## src/rtl/pllcr_pkg.sv

```systemverilog
package pllcr_pkg;
  localparam int DATA_W   = 8;
  localparam int PRE_W    = 2;
  localparam int VPR_W    = 2;
  localparam int BIT_IE   = 7;
  localparam int BIT_FLAG = 6;
  localparam int BIT_ON   = 5;
  localparam int BIT_BCS  = 4;
  localparam int PRE_LSB  = 2;
  localparam int VPR_LSB  = 0;

  typedef struct packed {
    logic             ie;
    logic             on;
    logic             bcs;
    logic [PRE_W-1:0] pre;
    logic [VPR_W-1:0] vpr;
  } pllcr_fields_t;

  localparam pllcr_fields_t FIELDS_RST = '{ie: 1'b0, on: 1'b1, bcs: 1'b0,
                                           pre: '0, vpr: '0};
endpackage

```

## src/rtl/pllcr_lock_sync.sv

```systemverilog
module pllcr_lock_sync #(
  parameter int STAGES = 2
) (
  input  logic clk,
  input  logic rst,
  input  logic async_in,
  output logic toggle
);
  logic [STAGES-1:0] chain;
  logic              prev_q;

  for (genvar i = 0; i < STAGES; i++) begin : g_stage
    if (i == 0) begin : g_first
      always_ff @(posedge clk) begin
        if (rst) chain[i] <= 1'b0;
        else     chain[i] <= async_in;
      end
    end else begin : g_next
      always_ff @(posedge clk) begin
        if (rst) chain[i] <= 1'b0;
        else     chain[i] <= chain[i-1];
      end
    end
  end

  always_ff @(posedge clk) begin
    if (rst) prev_q <= 1'b0;
    else     prev_q <= chain[STAGES-1];
  end

  assign toggle = chain[STAGES-1] ^ prev_q;
endmodule

```

## src/rtl/pllcr_event_flag.sv

```systemverilog
module pllcr_event_flag (
  input  logic clk,
  input  logic rst,
  input  logic set_evt,
  input  logic clr_req,
  output logic flag
);
  always_ff @(posedge clk) begin
    if (rst)          flag <= 1'b0;
    else if (set_evt) flag <= 1'b1;
    else if (clr_req) flag <= 1'b0;
  end
endmodule

```

## src/rtl/pllcr_field_regs.sv

```systemverilog
module pllcr_field_regs
  import pllcr_pkg::*;
(
  input  logic              clk,
  input  logic              rst,
  input  logic              wr_hit,
  input  logic              auto_mode,
  input  logic [DATA_W-1:0] wdata,
  output pllcr_fields_t     fields
);
  always_ff @(posedge clk) begin
    if (rst) begin
      fields <= FIELDS_RST;
    end else if (wr_hit) begin
      if (auto_mode) fields.ie <= wdata[BIT_IE];
      fields.on  <= wdata[BIT_ON] | fields.bcs;
      fields.bcs <= wdata[BIT_BCS];
      fields.pre <= wdata[PRE_LSB +: PRE_W];
      fields.vpr <= wdata[VPR_LSB +: VPR_W];
    end
  end
endmodule

```

## src/rtl/pll_ctrl_reg.sv

```systemverilog
module pll_ctrl_reg
  import pllcr_pkg::*;
#(
  parameter int          ADDR_W      = 8,
  parameter int unsigned REG_ADDR    = 'h90,
  parameter int          SYNC_STAGES = 2
) (
  input  logic              clk,
  input  logic              rst,
  input  logic [ADDR_W-1:0] bus_addr,
  input  logic              bus_rd,
  input  logic              bus_wr,
  input  logic [DATA_W-1:0] bus_wdata,
  output logic [DATA_W-1:0] bus_rdata,
  input  logic              lock_in,
  input  logic              auto_mode,
  output logic              irq,
  output logic              pll_enable,
  output logic              clk_sel,
  output logic [PRE_W-1:0]  prescale,
  output logic [VPR_W-1:0]  vco_range
);
  localparam logic [ADDR_W-1:0] MY_ADDR = ADDR_W'(REG_ADDR);

  logic          addr_hit, rd_hit, wr_hit;
  logic          lock_toggle, flag_q;
  pllcr_fields_t fields;
  logic [DATA_W-1:0] rd_word;

  assign addr_hit = (bus_addr == MY_ADDR);
  assign rd_hit   = bus_rd & addr_hit;
  assign wr_hit   = bus_wr & addr_hit;

  pllcr_lock_sync #(.STAGES(SYNC_STAGES)) u_sync (
    .clk(clk), .rst(rst), .async_in(lock_in), .toggle(lock_toggle)
  );

  pllcr_event_flag u_flag (
    .clk(clk), .rst(rst), .set_evt(lock_toggle), .clr_req(rd_hit), .flag(flag_q)
  );

  pllcr_field_regs u_fields (
    .clk(clk), .rst(rst), .wr_hit(wr_hit), .auto_mode(auto_mode),
    .wdata(bus_wdata), .fields(fields)
  );

  always_comb begin
    rd_word                     = '0;
    rd_word[BIT_IE]             = fields.ie & auto_mode;
    rd_word[BIT_FLAG]           = flag_q & auto_mode;
    rd_word[BIT_ON]             = fields.on;
    rd_word[BIT_BCS]            = fields.bcs;
    rd_word[PRE_LSB +: PRE_W]   = fields.pre;
    rd_word[VPR_LSB +: VPR_W]   = fields.vpr;
  end

  always_ff @(posedge clk) begin
    if (rst) bus_rdata <= '0;
    else     bus_rdata <= rd_hit ? rd_word : '0;
  end

  assign irq        = flag_q & fields.ie & auto_mode;
  assign pll_enable = fields.on;
  assign clk_sel    = fields.bcs;
  assign prescale   = fields.pre;
  assign vco_range  = fields.vpr;
endmodule

```

## config.mk

```make
export PLATFORM = sky130hd
export DESIGN_NAME = pll_ctrl_reg
export DESIGN_NICKNAME = d
export VERILOG_FILES = /design/src/rtl/pllcr_pkg.sv /design/src/rtl/pllcr_lock_sync.sv /design/src/rtl/pllcr_event_flag.sv /design/src/rtl/pllcr_field_regs.sv /design/src/rtl/pll_ctrl_reg.sv
export SDC_FILE = /design/constraint.sdc
export NUM_CORES = 1
export LEC_CHECK = 0
export ABC_AREA = 1
export BUFFER_PORTS_ARGS = -buffer_cell sky130_fd_sc_hd__buf_2
export CORE_ASPECT_RATIO = 1.1
export CORE_MARGIN = 10
export CORE_UTILIZATION = 45
export CTS_CLUSTER_SIZE = 14
export DETAILED_ROUTE_END_ITERATION = 12
export PLACE_DENSITY = 0.91
export SETUP_SLACK_MARGIN = 0.2
export SLEW_MARGIN = 15
export SYNTH_ARGS = -nofsm -noshare
export SYNTH_HDL_FRONTEND = slang
export SYNTH_HIERARCHICAL = 1
export SYNTH_SLANG_ARGS = --single-unit
```

## constraint.sdc

```tcl
create_clock -name clk -period 1.65 [get_ports clk]
set_input_delay 0.165 -clock clk [delete_from_list [all_inputs] [get_ports clk]]
set_output_delay 0.165 -clock clk [all_outputs]
set_load 0.02 [all_outputs]
```

==> results of run 1 <==
-- worst max-delay path, stage by stage (launching register included) --
cell and delay, ns:
dfxtp_1 0.37, inv_1 0.05, nor2_1 0.09, buf_2 0.16
-- power by group --
part           switching, mW  internal (mW)
sequential           0.00285          0.463
clock                  0.135         0.0939
combinational         0.0220         0.0236
total                  0.160          0.581
-- through the flow --
stage	hold slack, ns	utilization [%]	total power, mW
floorplan	0.227	-	0.492
global placement	0.366	63.0	0.519
detailed placement	0.379	63.0	0.522
CTS	0.0702	64.9	0.743
global route	0.0591	64.9	0.776
finish	0.0729	64.9	0.741
-- cells in the final DEF (no fill, tap or decap), drive strengths merged --
cell	count
nand3	2
dfxtp	19
clkbuf	4
o21ai	6
buf	36
nor2	31
inv	22
a21oi	1
nand2	12
-- cells in the mapped netlist --
library cell / instances
a21oi_2: 1
dfxtp_1: 19
inv_1: 22
nand2_1: 12
nand3_1: 1
nand3_2: 1
nor2_1: 30
nor2_2: 1
o21ai_0: 6
-- routing by layer --
metal	GRT usage [%]	up-vias	wire, um
met4	5.03	0	9
met3	5.85	2	190
met2	21.6	36	1060
li1	-	346	-
met5	0	-	0
met1	9.38	303	648
-- state kept, by name, indices dropped and copies added (netlist names) --
name,count
u_sync/chain,2
bus_rdata,8
u_fields/fields,7
u_sync/prev_q,1
u_flag/flag,1
-- worst min-delay path by stage --
| stage | from | to | slack, ns | cells after the start |
|---|---|---|---|---|
| after floorplan | rst | u_flag/flag | 0.23 | 1 |
| final | lock_in | u_sync/chain[0] | 0.07 | 3 |
| after global routing | lock_in | u_sync/chain[0] | 0.06 | 3 |
| after global placement | lock_in | u_sync/chain[0] | 0.37 | 3 |
| after detailed placement | lock_in | u_sync/chain[0] | 0.38 | 3 |
| after CTS | lock_in | u_sync/chain[0] | 0.07 | 3 |
-- final cells by class --
type,count,area [um^2]
clock buffers,4,26.3
inverters,22,82.6
well taps,16,20.0
fillers,128,492
multi-input cells,52,218
flip-flops and latches,19,380
repair buffers,36,183
-- cells by family (layout without fill, tap and decap cells) --
family          Yosys count  after routing  share of synthesized area (%)
flops                    19             19                           55.9
simple gates             45             45                           26.3
compound gates            7              7                           5.70
buf+inv                  22             62                           12.1
==> impl_metrics.toml, run 1 <==
[die]
ios = 37
core-area_um2 = 1400
die_w_um = 57.1
rows = 14
initial_core_util_pct = 48.6
fp.dieH_um = 60.8
fp.dieArea_um2 = 3470

[placed_design]
dpl_cell_area_um2 = 883
dpl_worst_slack_ns = 0.352
place.detailed.hpwl_um = 1500
gp_congestion = 0.765
dp.cells = 145
port_buffers = 35

[setup_path]
r2r-start = "u_fields/fields[4]"
required_ns = 1.48
r2r-end = "u_fields/fields[5]"
cp-startpoint = "u_flag/flag"
critPathMaxFanout = 3
reg2reg_slack_ns = 0.85
worstSetupEndpointType = "output pin"
worstPathArrival_ns = 0.96
reg2reg_depth = 2
path_class = "reg2out"
start_kind = "flop"
crit_path_end = "irq"

[global_routing]
grt_pass1_wl_um = 3010
grt_pass1_vias = 700
grt_max_degree = 11
grt.total_usage_pct = 11.2
antenna_found_initial = 0
grt-ovfl-total = 0

[synth]
synth_cell_types = 9
synth_area_per_cell_um2 = 7.32
synth_top_area_share_pct = 55.9
seq_area_frac_synth_pct = 55.9
yosys_register_bits = 19
synthTopCellsByArea = "dfxtp_1 (56%), nor2_1 (17%), inv_1 (12%)"
synthCells = 93
synth_area_um2 = 681
syn_nets = 115
synth_top_area_cell = "dfxtp_1"
synth-warning-count = 6

[sta]
rsz0062_at_grt = "false"
setup_violations = 0
finalSetupTns_ns = 0
slew_headroom_pct = 80.2
timing.fmax_ghz = 0.891
finalCritPeriodShare_pct = 68.0
finalHoldViolCount = 0
max_slew.worst_pin.slew_ns = 0.294
clock_skew_ns = 0.00371
slew_violations = 0
fin_ws_ns = 0.527
period_minus_slack_ns = 1.12

[drt]
drtAntennaViolNets = 0
wl_per_cell_um = 12.8
dr_total_vias = 687
firstDrtPassIters = 4
routed_wl_um = 1910
drt-initial-drc-count = 26
via_per_inst = 4.61
drcViolationCount = 0

[flow_run]
drv_cap = 0

[clock_network]
clk_latency_ns = 0.29
cts.clk_slew.worst_paths_ns = 0.10
cts.hold.buffers_added = 0
root_buffer = "clkbuf_4"
cts.sink_count = 19
cts_tree = "yes"
htreeDepth = 1
cts-resized-gates = 0
postCtsSetupRepairBufs = 0
cts_made_buffers = 3
clockBufferDepth = 2

[pwr]
ir_drop_mv = 0.533
leakage_nw = 0.490
cellPowerDensity_nw_per_um2 = 814

[cells_and_area]
syn2layout_area_growth_pct = 33.6
diodes = 0
design_area_um2 = 910
drive_gt1_share_pct = 31.6
stdcell_count = 149
design.final.nets = 156

[run_status]
status = "finished clean"

[min_path]
hp-class = "in2reg"
(Power assumes the default switching activity.)
==> inputs of run 2 (changes only) <==
--- a/config.mk
+++ b/config.mk
@@ -9,10 +9,10 @@
 export BUFFER_PORTS_ARGS = -buffer_cell sky130_fd_sc_hd__buf_2
 export CORE_ASPECT_RATIO = 1.1
 export CORE_MARGIN = 10
-export CORE_UTILIZATION = 45
+export CORE_UTILIZATION = 37
 export CTS_CLUSTER_SIZE = 14
 export DETAILED_ROUTE_END_ITERATION = 12
-export PLACE_DENSITY = 0.91
+export PLACE_DENSITY = 0.81
 export SETUP_SLACK_MARGIN = 0.2
 export SLEW_MARGIN = 15
 export SYNTH_ARGS = -nofsm -noshare
==> constraint.sdc (replaced) <==
create_clock -name clk -period 1 [get_ports clk]
set_input_delay 0.1 -clock clk [delete_from_list [all_inputs] [get_ports clk]]
set_output_delay 0.1 -clock clk [all_outputs]
set_load 0.02 [all_outputs]
==> run 2 against run 1 <==
Effect of this change:
- the run now ends with negative setup slack left
- clock skew down 0.0017 ns
- total power increased by 71%
- setup slack worse by 0.56 ns
- routed wire length grew 11%
- final cell count grew 8.1%
- largest cell class unchanged
==> impl_metrics.toml, run 2 (synthesis gave the netlist of run 1 again) <==
[run_status]
status = "finished, violations left"
violations = "negative setup slack"

[pwr]
combPwrFrac_pct = 9.2
leakage_nw = 0.569
pwr-share-clk_pct = 30.0
p_int_uw = 977
finalPower_mw = 1.26
ir_drop_mv = 0.639
p_switching_uw = 288
seq_power_share_pct = 60.8
p_sw_share_pct = 22.7
cellPowerDensity_nw_per_um2 = 1050

[cells_and_area]
layout_common_cells = "nor2_1 (19), buf_6 (19), inv_1 (18)"
regMostFlops = "bus_rdata"
num-fill-cells = 133
stdcell_count = 161
design_area_um2 = 1210
design.final.nets = 166
drive_gt1_share_pct = 61.5
multi_input_area_um2 = 289
reg_top3 = "bus_rdata (8), u_fields/fields (7), u_sync/chain (2)"
syn2layout_area_growth_pct = 77.2
largest_reg_flops = 8
diodes = 0
seqCellArea_um2 = 400

[sta]
slew_violations = 0
finalHoldViolCount = 0
rsz0062_at_grt = "true"
timing.fmax_ghz = 0.970
period_minus_slack_ns = 1.03
setup_violations = 1
finalCritPeriodShare_pct = 103
fin_ws_ns = -0.0309
clock_skew_ns = 0.00200
slew_headroom_pct = 83.6
max_slew.worst_pin.slew_ns = 0.245

[clock_network]
cts.clk_slew.worst_paths_ns = 0.10
htreeDepth = 1
cts_tree = "yes"
cts.sink_count = 19
root_buffer = "clkbuf_4"
cts_made_buffers = 3
clk_latency_ns = 0.29
clockBufferDepth = 2

[placed_design]
place.detailed.hpwl_um = 1360
dp.cells = 148
dpl_cell_area_um2 = 916
gp_congestion = 0.714
port_buffers = 35
dpl_worst_slack_ns = -0.119

[setup_path]
critPathSlowestCell = "dfxtp_2"
cp-startpoint = "u_flag/flag"
required_ns = 0.90
reg2reg_depth = 3
path_class = "reg2out"
r2r-end = "u_fields/fields[5]"
r2r-start = "u_fields/fields[4]"
crit_path_end = "irq"
worstSetupEndpointType = "output pin"
worstPathArrival_ns = 0.93
critPathMaxFanout = 3
cp_slowest_stage_delay_ns = 0.35
path_cells = "inv_1 > nor2_1 > buf_4"
reg2reg_slack_ns = 0.21
start_kind = "flop"

[drt]
dr_total_vias = 742
drcViolationCount = 0
routed_wl_um = 2110
firstDrtPassIters = 4
via_per_inst = 4.61
drtAntennaViolNets = 0
drt-initial-drc-count = 17
wl_per_cell_um = 13.1

[global_routing]
grt.total_usage_pct = 9.86
antenna_found_initial = 0
grt-ovfl-total = 0
grtUsageMet2_pct = 16.1
grt_pass1_wl_um = 3020
grt-busiest-layer = "met2"
grtUsageMet1_pct = 9.71
grt_max_degree = 12
grt_use_met3_pct = 2.73
grt_pass1_vias = 720

[flow_run]
drv_cap = 0

[die]
fp.dieArea_um2 = 3960
initial_core_util_pct = 38.6
core-area_um2 = 1760
rows = 16
ios = 37
die_w_um = 60.9
fp.dieH_um = 65.0

[min_path]
hp-class = "in2reg"
run 2: cell types whose count changed in the layout (fill, tap and decap cells not counted), moves of 7 or more:
cell | previous run | this run
buf_2 | 35 | 15
dfxtp_2 | 0 | 16
buf_4 | 1 | 11
nor2_1 | 30 | 19
nor2_2 | 1 | 8
dfxtp_1 | 19 | 3
buf_6 | 0 | 19
run 2: critical path, delay by kind of cell, from the launching register on:
family	cells	cell delay, ns
simple gates	1	0.10
buf+inv	2	0.19
flops	1	0.35
run 2: what timing repair did:
action,in CTS,in global routing
endpoints found under the hold margin,0,1
endpoints found under the setup margin,17,31
pin swaps,7,10
hold buffers,0,1
buffers inserted,4,4
resized for setup,50,22
run 2: power by group through the flow:
stage	registers (mW)	clock network, mW	logic (mW)
floorplan	0.786	0	0.0302
global placement	0.786	0	0.0797
detailed placement	0.787	0	0.0822
CTS	0.769	0.386	0.0898
global route	0.770	0.431	0.128
finish	0.769	0.379	0.116
run 2: through the flow:
step                      utilization [%]  TNS, ns  hold WS [ns]
after floorplan                         -        0         0.162
after global placement               52.0   -0.477         0.305
after detailed placement             52.0   -0.738         0.317
after CTS                            62.4  -0.0192       0.00277
after global routing                 68.5  -0.0804       0.00243
final                                68.5  -0.0309        0.0126
run 2: worst min-delay path by stage:
stage	to	slack, ns	cells past startpoint	start
finish	u_flag/flag	0.01	2	rst
global route	u_flag/flag	0.002	2	rst
CTS	u_fields/fields[1]	0.003	3	bus_wdata[1]
detailed placement	u_fields/fields[1]	0.32	3	bus_wdata[1]
global placement	u_sync/chain[0]	0.31	3	lock_in
floorplan	u_flag/flag	0.16	1	rst
run 2: routing by layer:
layer	routed length, um	up-vias
met3	140	6
met5	0	-
met2	1140	28
li1	-	368
met4	65	0
met1	765	340
run 2: cell type report:
| type | count | share of cell area, % |
|---|---|---|
| Timing Repair Buffer | 46 | 31.6 |
| Inverter | 22 | 7.05 |
| Multi-Input combinational cell | 52 | 24.0 |
| Clock inverter | 1 | 0.415 |
| Sequential cell | 19 | 33.2 |
| Clock buffer | 3 | 1.87 |
| Tap cell | 18 | 1.87 |
==> inputs of run 3 (changes only) <==
--- a/config.mk
+++ b/config.mk
@@ -13,7 +13,6 @@
 export CTS_CLUSTER_SIZE = 14
 export DETAILED_ROUTE_END_ITERATION = 12
 export PLACE_DENSITY = 0.81
-export SETUP_SLACK_MARGIN = 0.2
 export SLEW_MARGIN = 15
 export SYNTH_ARGS = -nofsm -noshare
 export SYNTH_HDL_FRONTEND = slang
==> run 3 against run 2 <==
Effect of this change:
- the run still ends with negative setup slack left
- clock power is 2% lower
- critical path depth stayed put
- non-clock buffer count is 7 lower
- total power is 3.4% lower
- die area stayed put
- final cell count is 4.3% lower
- sequential cell count stayed put
- critical path type unchanged
- critical endpoint unchanged
- largest cell class unchanged
- largest power group unchanged
- highest routed layer unchanged
==> impl_metrics.toml, run 3 (synthesis gave the netlist of run 1 again) <==
[cells_and_area]
reg_top3 = "bus_rdata (8), u_fields/fields (7), u_sync/chain (2)"
drive_gt1_share_pct = 36.8
design_area_um2 = 950
layout_common_cells = "buf_2 (34), nor2_1 (29), inv_1 (22)"
final_common_cell = "buf_2"
seqCellArea_um2 = 384
final_core_util_pct = 53.9
largest_reg_flops = 8
design.final.nets = 159
regMostFlops = "bus_rdata"
syn2layout_area_growth_pct = 39.5
diodes = 0
num-fill-cells = 173
multi_input_area_um2 = 223

[sta]
slew_headroom_pct = 86.9
finalSetupTns_ns = -0.0259
max_slew.worst_pin.slew_ns = 0.196
period_minus_slack_ns = 1.03
rsz0062_at_grt = "true"
slew_violations = 0
finalHoldViolCount = 0
timing.fmax_ghz = 0.975
finalCritPeriodShare_pct = 103
setup_violations = 1
clock_skew_ns = 0.00241
fin_ws_ns = -0.0259
hold_ws_ns = 0.0267

[placed_design]
place.detailed.hpwl_um = 1410
gp_congestion = 0.701
dpl_cell_area_um2 = 896
dpl_worst_slack_ns = -0.119
port_buffers = 35

[drt]
via_per_inst = 4.27
wl_per_cell_um = 11.2
firstDrtPassIters = 4
drcViolationCount = 0
met2_wirelength_um = 917
drtAntennaViolNets = 0
met3WireLength_um = 128
routed_wl_um = 1730
dr_total_vias = 657
wl_met1_um = 650
dr.max_layer_used = "met4"
drt-initial-drc-count = 8

[run_status]
status = "finished, violations left"
violations = "negative setup slack"

[clock_network]
root_buffer = "clkbuf_4"
cts_made_buffers = 3
htreeDepth = 1
clockBufferDepth = 2
clk_latency_ns = 0.29
cts_tree = "yes"
cts.clk_slew.worst_paths_ns = 0.10
cts.sink_count = 19

[min_path]
hp-class = "in2reg"
min-delay-start = "rst"
whs_path_depth = 2
hold_end = "u_flag/flag"

[setup_path]
worstPathArrival_ns = 0.93
cp_slowest_stage_delay_ns = 0.35
path_cells = "nand2_2 > nor2_1 > buf_4"
critPathMaxFanout = 2
critPathSlowestCell = "dfxtp_2"
required_ns = 0.90
path_class = "reg2out"
reg2reg_slack_ns = 0.24
r2r-start = "u_fields/fields[6]"
reg2reg_depth = 5
start_kind = "flop"
worstSetupEndpointType = "output pin"
r2r-end = "u_fields/fields[6]"

[global_routing]
grt.total_usage_pct = 9.32
grt_pass1_vias = 688
antenna_found_initial = 0
grt_max_degree = 12
grt-ovfl-total = 0
grt_pass1_wl_um = 2910

[die]
core-area_um2 = 1760
fp.dieH_um = 65.0
initial_core_util_pct = 38.6
fp.dieArea_um2 = 3960
ios = 37
rows = 16
die_w_um = 60.9

[pwr]
ir_drop_mv = 0.523
leakage_nw = 0.509
cellPowerDensity_nw_per_um2 = 1290

[flow_run]
drv_cap = 0
[run 3: worst max-delay path by stage]
stage	from	to	slack (ns)	cells past startpoint
after detailed placement	bus_addr[3]	u_fields/fields[3]	-0.12	9
final	u_fields/fields[6]	irq	-0.03	3
after CTS	u_fields/fields[6]	irq	-0.02	3
after floorplan	bus_addr[1]	u_fields/fields[5]	0.03	8
after global placement	bus_addr[3]	u_fields/fields[5]	-0.05	9
after global routing	u_fields/fields[6]	irq	-0.08	3
[run 3: routing by layer]
metal | GRT usage (%) | vias to the layer above
met2 | 15.8 | 22
met3 | 1.95 | 2
met1 | 9.70 | 280
li1 | - | 353
met4 | 6.59 | 0
met5 | 0 | -
[run 3: final cells by class]
type | instances | share of cell area (%)
clock inverter | 1 | 0.527
sequential | 19 | 40.4
timing repair buffer | 39 | 22.1
clock buffer | 3 | 2.37
multi-input combinational | 52 | 23.5
tap | 18 | 2.37
inverter | 22 | 8.70
[run 3: where the power goes]
part / internal, mW / switching (mW) / total (mW)
combinational: 0.0417 / 0.0364 / 0.0781
sequential: 0.765 / 0.00440 / 0.770
clock: 0.149 / 0.225 / 0.373
total: 0.956 / 0.265 / 1.22
[run 3: metrics by stage]
step	cells	power (mW)
3_3_place_gp	148	0.857
3_5_place_dp	148	0.860
5_1_grt	154	1.28
6_report	154	1.22
2_1_floorplan	93	0.813
4_1_cts	153	1.23
[run 3: critical path, delay by kind of cell (launching register included)]
family / cells / cell delay (ns)
buffers and inverters: 1 / 0.15
DFF: 1 / 0.35
and+or+nand+nor: 2 / 0.14
[run 3: repair_timing]
action                                  in CTS  in global routing
resized for setup                            4                  1
hold buffers                                 1                  0
setup buffers                                0                  1
endpoints found under the hold margin        1                  0
endpoints found under the setup margin       1                  2
pin swaps                                    0                  0
